<file path="config.mk">
export PLATFORM = sky130hd
export DESIGN_NAME = pt_walker
export DESIGN_NICKNAME = d
export VERILOG_FILES = /design/src/rtl/pt_walk_pkg.sv /design/src/rtl/pt_entry_check.sv /design/src/rtl/pt_addr_form.sv /design/src/rtl/pt_walk_fsm.sv /design/src/rtl/pt_walker.sv
export SDC_FILE = /design/constraint.sdc
export NUM_CORES = 1
export LEC_CHECK = 0
export CAP_MARGIN = 40
export CORE_MARGIN = 3
export CORE_UTILIZATION = 42
export DETAILED_ROUTE_END_ITERATION = 16
export HOLD_SLACK_MARGIN = 0.05
export PLACE_DENSITY = 0.89
export SLEW_MARGIN = 20
export SYNTH_ARGS = -nofsm -noshare
export SYNTH_HDL_FRONTEND = slang
export SYNTH_SLANG_ARGS = --single-unit
</file>
<file path="constraint.sdc">
create_clock -name clk -period 1.8 [get_ports clk]
set_clock_uncertainty 0.05 [all_clocks]
set_input_delay 0.18 -clock clk [delete_from_list [all_inputs] [get_ports clk]]
set_output_delay 0.18 -clock clk [all_outputs]
set_load 0.01 [all_outputs]
</file>
<file path="src/rtl/pt_walk_pkg.sv">
package pt_walk_pkg;

  typedef enum logic [1:0] {
    WS_OK      = 2'd0,
    WS_INVALID = 2'd1,
    WS_PROT    = 2'd2
  } walk_status_e;

  typedef enum logic [2:0] {
    ST_IDLE     = 3'd0,
    ST_READ_PDE = 3'd1,
    ST_READ_PTE = 3'd2,
    ST_FINAL    = 3'd3,
    ST_DONE     = 3'd4
  } walk_state_e;

endpackage

</file>
<file path="src/rtl/pt_entry_check.sv">
module pt_entry_check
  import pt_walk_pkg::*;
#(
  parameter int FRAME_W = 4,
  parameter int ENTRY_W = 8
) (
  input  logic [ENTRY_W-1:0] entry,
  input  logic               is_write,
  output logic [FRAME_W-1:0] frame,
  output logic               fault,
  output walk_status_e       code
);
  localparam int V_POS = ENTRY_W - FRAME_W - 1;
  localparam int W_POS = V_POS - 1;

  function automatic logic [FRAME_W-1:0] ent_frame(input logic [ENTRY_W-1:0] e);
    return e[ENTRY_W-1 -: FRAME_W];
  endfunction

  function automatic logic ent_present(input logic [ENTRY_W-1:0] e);
    return e[V_POS];
  endfunction

  function automatic logic ent_writable(input logic [ENTRY_W-1:0] e);
    return e[W_POS];
  endfunction

  always_comb begin
    frame = ent_frame(entry);
    code  = WS_OK;
    if (!ent_present(entry))
      code = WS_INVALID;
    else if (is_write && !ent_writable(entry))
      code = WS_PROT;
    fault = (code != WS_OK);
  end
endmodule

</file>
<file path="src/rtl/pt_addr_form.sv">
module pt_addr_form #(
  parameter int FRAME_W = 4,
  parameter int IDX_W   = 2
) (
  input  logic                     sel_table,
  input  logic [FRAME_W-1:0]       dir_frame,
  input  logic [FRAME_W-1:0]       table_frame,
  input  logic [IDX_W-1:0]         dir_idx,
  input  logic [IDX_W-1:0]         tbl_idx,
  output logic [FRAME_W+IDX_W-1:0] addr
);
  function automatic logic [FRAME_W+IDX_W-1:0] join_addr(
      input logic [FRAME_W-1:0] f, input logic [IDX_W-1:0] i);
    return {f, i};
  endfunction

  always_comb begin
    if (sel_table) addr = join_addr(table_frame, tbl_idx);
    else           addr = join_addr(dir_frame, dir_idx);
  end
endmodule

</file>
<file path="src/rtl/pt_walk_fsm.sv">
module pt_walk_fsm
  import pt_walk_pkg::*;
(
  input  logic        clk,
  input  logic        rst_n,
  input  logic        accept,
  input  logic        entry_fault,
  output walk_state_e state,
  output logic        ready,
  output logic        rd_en,
  output logic        done_pulse
);
  walk_state_e nxt;

  always_comb begin
    nxt = state;
    unique case (state)
      ST_IDLE:     if (accept) nxt = ST_READ_PDE;
      ST_READ_PDE: nxt = ST_READ_PTE;
      ST_READ_PTE: nxt = entry_fault ? ST_DONE : ST_FINAL;
      ST_FINAL:    nxt = ST_DONE;
      ST_DONE:     nxt = ST_IDLE;
      default:     nxt = ST_IDLE;
    endcase
  end

  always_ff @(posedge clk) begin
    if (!rst_n) state <= ST_IDLE;
    else        state <= nxt;
  end

  assign ready      = (state == ST_IDLE);
  assign rd_en      = (state == ST_READ_PDE) || ((state == ST_READ_PTE) && !entry_fault);
  assign done_pulse = (state == ST_DONE);
endmodule

</file>
<file path="src/rtl/pt_walker.sv">
module pt_walker
  import pt_walk_pkg::*;
#(
  parameter int FRAME_W = 4,
  parameter int IDX_W   = 2,
  parameter int ENTRY_W = 8
) (
  input  logic                     clk,
  input  logic                     rst_n,
  input  logic                     req_valid,
  output logic                     req_ready,
  input  logic [3*IDX_W-1:0]       req_vaddr,
  input  logic                     req_write,
  input  logic [FRAME_W-1:0]       req_dir_frame,
  output logic                     mem_rd_en,
  output logic [FRAME_W+IDX_W-1:0] mem_addr,
  input  logic [ENTRY_W-1:0]       mem_rdata,
  output logic                     done,
  output logic [1:0]               status,
  output logic [FRAME_W+IDX_W-1:0] paddr
);
  localparam int VA_W = 3 * IDX_W;
  localparam int PA_W = FRAME_W + IDX_W;

  // request capture
  logic [VA_W-1:0]    va_q;
  logic               wr_q;
  logic [FRAME_W-1:0] dir_q;
  logic               accept;

  // named internal events
  walk_state_e        state;
  logic               entry_fault;
  walk_status_e       entry_code;
  logic [FRAME_W-1:0] entry_frame;
  logic               pde_check, pte_check;
  logic               pde_fault, pte_fault, walk_ok;

  // results
  walk_status_e       status_q;
  logic [PA_W-1:0]    paddr_q;

  function automatic logic [IDX_W-1:0] dir_index(input logic [VA_W-1:0] va);
    return va[VA_W-1 -: IDX_W];
  endfunction

  function automatic logic [IDX_W-1:0] tbl_index(input logic [VA_W-1:0] va);
    return va[IDX_W +: IDX_W];
  endfunction

  function automatic logic [IDX_W-1:0] page_off(input logic [VA_W-1:0] va);
    return va[IDX_W-1:0];
  endfunction

  function automatic logic [PA_W-1:0] phys(input logic [FRAME_W-1:0] f,
                                           input logic [VA_W-1:0] va);
    return {f, page_off(va)};
  endfunction

  assign accept = req_valid && req_ready;

  always_ff @(posedge clk) begin
    if (!rst_n) begin
      va_q  <= '0;
      wr_q  <= 1'b0;
      dir_q <= '0;
    end else if (accept) begin
      va_q  <= req_vaddr;
      wr_q  <= req_write;
      dir_q <= req_dir_frame;
    end
  end

  pt_walk_fsm u_fsm (
    .clk        (clk),
    .rst_n      (rst_n),
    .accept     (accept),
    .entry_fault(entry_fault),
    .state      (state),
    .ready      (req_ready),
    .rd_en      (mem_rd_en),
    .done_pulse (done)
  );

  pt_entry_check #(.FRAME_W(FRAME_W), .ENTRY_W(ENTRY_W)) u_check (
    .entry   (mem_rdata),
    .is_write(wr_q),
    .frame   (entry_frame),
    .fault   (entry_fault),
    .code    (entry_code)
  );

  pt_addr_form #(.FRAME_W(FRAME_W), .IDX_W(IDX_W)) u_addr (
    .sel_table  (state == ST_READ_PTE),
    .dir_frame  (dir_q),
    .table_frame(entry_frame),
    .dir_idx    (dir_index(va_q)),
    .tbl_idx    (tbl_index(va_q)),
    .addr       (mem_addr)
  );

  assign pde_check = (state == ST_READ_PTE);
  assign pte_check = (state == ST_FINAL);
  assign pde_fault = pde_check && entry_fault;
  assign pte_fault = pte_check && entry_fault;
  assign walk_ok   = pte_check && !entry_fault;

  always_ff @(posedge clk) begin
    if (!rst_n) begin
      status_q <= WS_OK;
      paddr_q  <= '0;
    end else if (pde_fault || pte_fault) begin
      status_q <= entry_code;
      paddr_q  <= '0;
    end else if (walk_ok) begin
      status_q <= WS_OK;
      paddr_q  <= phys(entry_frame, va_q);
    end
  end

  assign status = status_q;
  assign paddr  = paddr_q;
endmodule

</file>
# ---- Word level (Yosys, flattened, before mapping)
# Cells that the tools add are included.
dict set report totals {
  ff_bits 22
  inputBits 22
  output_inout_bits 17
  word_cells 34
}
dict set report classes {
  eq_ne 5
  mux 8
  n_bitwise 1
  n_reduce_logical 14
}
# operator count
set ops {}
lappend ops {{$pmux W3 S4} 1}
lappend ops {{$mux W2} 4}
lappend ops {{$eq A3 B2 Y1 const B} 2}
lappend ops {{$logic_and A1 B1 Y1} 6}
lappend ops {{$mux W3} 2}
lappend ops {{$mux W6} 1}
lappend ops {{$reduce_bool A2 Y1} 2}
lappend ops {{$eq A3 B1 Y1 const B} 1}
lappend ops {{$eq A3 B3 Y1 const B} 1}
lappend ops {{$logic_not A3 Y1} 1}
lappend ops {{$logic_not A1 Y1} 2}
lappend ops {{$logic_or A1 B1 Y1} 2}
lappend ops {{$ne A2 B1 Y1 const B} 1}
lappend ops {{$reduce_or A2 Y1} 1}
lappend ops {{$not A1 Y1} 1}

# ---- Longest topological paths before layout
dict set report depth {
  depth_word 9
  depth_mapped 5
  ltp_nobuf 4
}

# ---- By module
# A second synthesis with hierarchy kept.
dict set report hier_totals {
  cells_unflattened 113
  hier_area_um2 1027.2
}
# mod instances cells_per_inst area_each_um2 seq_area_each_um2
set modules_own_cells {}
lappend modules_own_cells {pt_walker 1 83 737.0 380.4}
lappend modules_own_cells {pt_walk_fsm 1 15 136.4 60.1}
lappend modules_own_cells {pt_addr_form 1 7 101.3 0.0}
lappend modules_own_cells {pt_entry_check 1 8 52.6 0.0}

# ---- Least setup slack after synthesis
# No wires, ideal clock.
dict set report synth_timing {
  kind {reg2out}
  start {reg u_fsm.state[0]}
  end {out mem_addr[0]}
  t_arrival_ns 1.116
  t_required_ns 1.570
  slack_ns 0.454
  path_stages_with_launch 6
  path_buffers 2
  path_cell_list {dfxtp_1 buf_4 nor2_1 and2_1 buf_6 mux2_4}
}
dict set report synth_between {
  elab_chain_cells 2
}
# element line
set synth_lines {}
lappend synth_lines {{from (decl)} pt_walk_fsm.sv:8} ;# output walk_state_e state,
lappend synth_lines {{from (signal assigned)} pt_walk_fsm.sv:29} ;# else state <= nxt;
lappend synth_lines {{$eq A3 B2 Y1} pt_walker.sv:94} ;# .sel_table (state == ST_READ_PTE),
lappend synth_lines {{$mux W6} pt_addr_form.sv:18} ;# if (sel_table) addr = join_addr(table_frame, tbl_idx);
lappend synth_lines {{to (decl)} pt_walker.sv:16} ;# output logic [FRAME_W+IDX_W-1:0] mem_addr,
# Every way passes these cells.

# ---- Worst setup path in the final report
dict set report layout_timing {
  start {reg u_fsm.state[0]}
  end {out mem_addr[1]}
}
# The elaborated chain is that of the path after synthesis.

==> results.rst <==
.. list-table::
   :header-rows: 1

   * - Metric
     - Value
   * - Most common cell after layout, fill and taps aside
     - clkdlybuf4s50_1
   * - Final setup TNS
     - 0 ns
   * - Share of total power in sequential cells
     - 0.467
   * - Cells after Synth
     - 107
   * - Placer congestion estimate
     - 0.743
   * - Via count of the first global-routing pass
     - 799
   * - Data required time of the critical path
     - 1.57 ns
   * - Clock tree from TritonCTS
     - built
   * - Clock buffer count from CTS
     - 3
   * - Max Cap Viol
     - 0
   * - R2R cell count
     - 4
   * - Netlist area before placement
     - 1010 µm²
   * - Launch point of the worst hold path
     - req_write
   * - Critical Path Fanout Max
     - 2
   * - Via count
     - 882
   * - Number of warnings printed during yosys synthesis
     - 0
   * - Hold WS
     - 0.345 ns
   * - Final routed wire length divided by cell count
     - 12.7 µm
   * - Final setup violating endpoints
     - 0
   * - CP Launch Type
     - flop
   * - Remaining number of nets flagged by the antenna check after routing
     - 0
   * - Fraction of power spent switching nets
     - 0.232
   * - Cell with the largest stage delay on the worst path
     - dfxtp_2
   * - Delay contributed by the slowest stage of the critical path
     - 0.34 ns
   * - Slew at the pin closest to its max-slew limit
     - 0.380 ns
   * - Floorplan die height
     - 55.0 µm
   * - DIE AREA
     - 3030 µm²
   * - Worst hold path type
     - in -> reg
   * - Seq/Total Area, Yosys
     - 0.436
   * - Pins Over Slew Limit
     - 0
   * - Endpoint of the worst hold-timing path
     - wr_q
   * - Achievable frequency
     - 587 MHz
   * - Start-to-end type of the worst setup path
     - reg -> out
   * - Leakage component of the power
     - 0.645 nW
   * - DPL Wire Length
     - 1820 µm
   * - Maximum ir drop on the vdd rail
     - 0.469 mV
   * - Combinational share of power
     - 0.199
   * - Maximum level of the CTS H-tree
     - 1
   * - Outcome
     - finished, final reports clean
   * - Clock Tree Buf Depth
     - 2
   * - Clock latency of the later-clocked register in the worst-skew pair
     - 0.31 ns
   * - Number of I/O pins
     - 39
   * - Minimum setup slack among reg-to-reg paths
     - 0.37 ns
   * - Syn nets
     - 129
   * - Area growth, synth to finish
     - 46.0%
   * - Number of antenna cells inserted
     - 0
   * - Clk network pwr share
     - 0.335
   * - Ratio of routed vias to standard cells
     - 4.90
   * - Critical Path Start
     - u_fsm.state[0]
   * - Area post-placement
     - 1440 µm²
   * - Per-instance average area after synthesis
     - 9.44 µm²
   * - DRC violations left
     - 0
   * - Net load switching power
     - 0.262 mW
   * - Fin. Hold Viols
     - 0
   * - Combined global-route utilization of all metal layers
     - 0.164
   * - Start of the worst register-to-register path
     - u_fsm.state[2]
   * - Critical path data arrival time
     - 1.47 ns
   * - Power density relative to cell area
     - 764 nW/µm²
   * - Core ar.
     - 2250 µm²
   * - Cells along the critical path
     - nor2_2 > and2_4 > buf_4 > mux2_4 > buf_2
   * - Share of the synthesized area in the top cell type
     - 0.436
   * - Worst setup EP type
     - output pin
   * - Die outline width
     - 55.0 µm
   * - Unrepaired setup endpoints after global routing
     - false
   * - Total routed wirelength
     - 2290 µm
   * - Pin count of the biggest net entering global routing
     - 14
   * - Area of all placed cells without fillers
     - 1470 µm²
   * - Number of clock sinks
     - 22
   * - Cell type with the highest aggregate area in the netlist
     - dfxtp_1
   * - Min Clock Period, post-route
     - 1.70 ns
   * - Commonest non-fill, non-tap cells in the layout
     - 27 x clkdlybuf4s50_1, 26 x nand2_1, 20 x dfxtp_1
   * - First-iteration detailed-routing DRC count
     - 9
   * - Final worst-path cycle share
     - 0.947
   * - Worst reg2reg path endpoint
     - dir_q[2]
   * - CTS Root Buffer Type
     - clkbuf_4
   * - Antenna violations before repair
     - 0
   * - Share of cells above drive strength 1
     - 0.237
   * - Hold depth
     - 3
   * - Wire length of the first global-routing pass
     - 3410 µm
   * - Yosys cell types
     - 27
   * - Cell-internal power
     - 0.864 mW
   * - Post-layout util
     - 0.654
   * - Biggest area contributors in the synthesized netlist
     - dfxtp_1 44%, nand2_1 9.7%, a21boi_1 8.9%, mux2_4 8.9%, mux2i_1 5.9%
   * - Reg clk slew, reported paths
     - 0.12 ns
   * - Net total in the final layout
     - 175
   * - Remaining global-route overflow
     - 0
   * - Number of search-and-repair iterations in the first detailed-routing pass
     - 4
   * - PortBufs
     - 36
   * - Total number of placement rows
     - 17
   * - Effective utilization at floorplan
     - 0.448
   * - Worst-case headroom to the max-slew limit
     - 0.747
   * - Number of storage elements in the synthesis netlist
     - 22
logic make-up (layout without fill, tap and decap cells):
| family | Yosys count | count (layout) | share of synthesized area |
|---|---|---|---|
| compound gates | 18 | 18 | 0.128 |
| buf+inv | 7 | 52 | 0.0434 |
| flops | 22 | 22 | 0.436 |
| mux | 13 | 13 | 0.160 |
| simple gates | 47 | 47 | 0.233 |
Yosys cell counts, drive strengths merged:
cell type and number:
a21boi 12, a21oi 1, a32oi 1, and2 1
buf 5, clkbuf 1, dfxtp 22, inv 1
mux2 7, mux2i 6, nand2 26, nand2b 2
nand3 1, nand4 1, nor2 8, nor2b 3
nor3 2, nor3b 2, o21ai 3, o311a 1
or3 1
metal layers:
| metal | GRT usage | wire (µm) | vias to the layer above |
|---|---|---|---|
| met5 | 0 | 0 | - |
| met4 | 0.0972 | 70 | 0 |
| met3 | 0.0268 | 126 | 6 |
| met2 | 0.309 | 1210 | 26 |
| met1 | 0.168 | 889 | 400 |
| li1 | - | - | 450 |
registers in the layout (all words and copies together) (netlist names):
signal	count
u_fsm.state	3
va_q	6
paddr	6
wr_q	1
dir_q	4
status	2
stage by stage:
stage	cells	power [mW]	setup slack, ns
finish	180	1.13	0.0953
global route	180	1.18	0.0311
global placement	175	0.765	-0.179
detailed placement	175	0.771	-0.235
floorplan	107	0.655	0.454
CTS	180	1.14	0.0171
critical path, delay by kind of cell, from the launching register on:
family	cells	cell delay [ns]
buffers and inverters	2	0.25
flip-flops	1	0.34
multiplexers	1	0.29
AND/OR/NAND/NOR	2	0.28
how the worst max path moves through the flow:
stage / endpoint / slack, ns / depth (start not counted)
after CTS: mem_rd_en / 0.02 / 4
after floorplan: mem_addr[0] / 0.45 / 5
after global placement: mem_rd_en / -0.18 / 6
after global routing: mem_addr[3] / 0.03 / 5
final: mem_addr[1] / 0.1 / 5
after detailed placement: mem_rd_en / -0.23 / 6
layout make-up:
type / count / area (µm²)
clock buffer: 3 / 22.5
clock inverter: 1 / 30.0
fill: 200 / 781
inverter: 1 / 3.75
multi-input combinational: 78 / 531
sequential: 22 / 443
tap: 28 / 35.0
timing repair buffer: 47 / 409
power by group through the flow:
stage / Sequential, mW / Combinational [mW] / Clock [mW]
5_1_grt: 0.528 / 0.244 / 0.409
3_5_place_dp: 0.535 / 0.236 / 0
3_3_place_gp: 0.534 / 0.231 / 0
2_1_floorplan: 0.533 / 0.122 / 0
4_1_cts: 0.525 / 0.227 / 0.387
6_report: 0.525 / 0.224 / 0.377
what timing repair did:
action / 4_1_cts / 5_1_grt
hold buffers: 0 / 0
buffers inserted: 1 / 0
endpoints found under the hold margin: 0 / 0
endpoints found under the setup margin: 9 / 1
pin swaps: 1 / 0
gates resized for setup: 33 / 1
No activity file was read; power rests on OpenSTA's default activity.
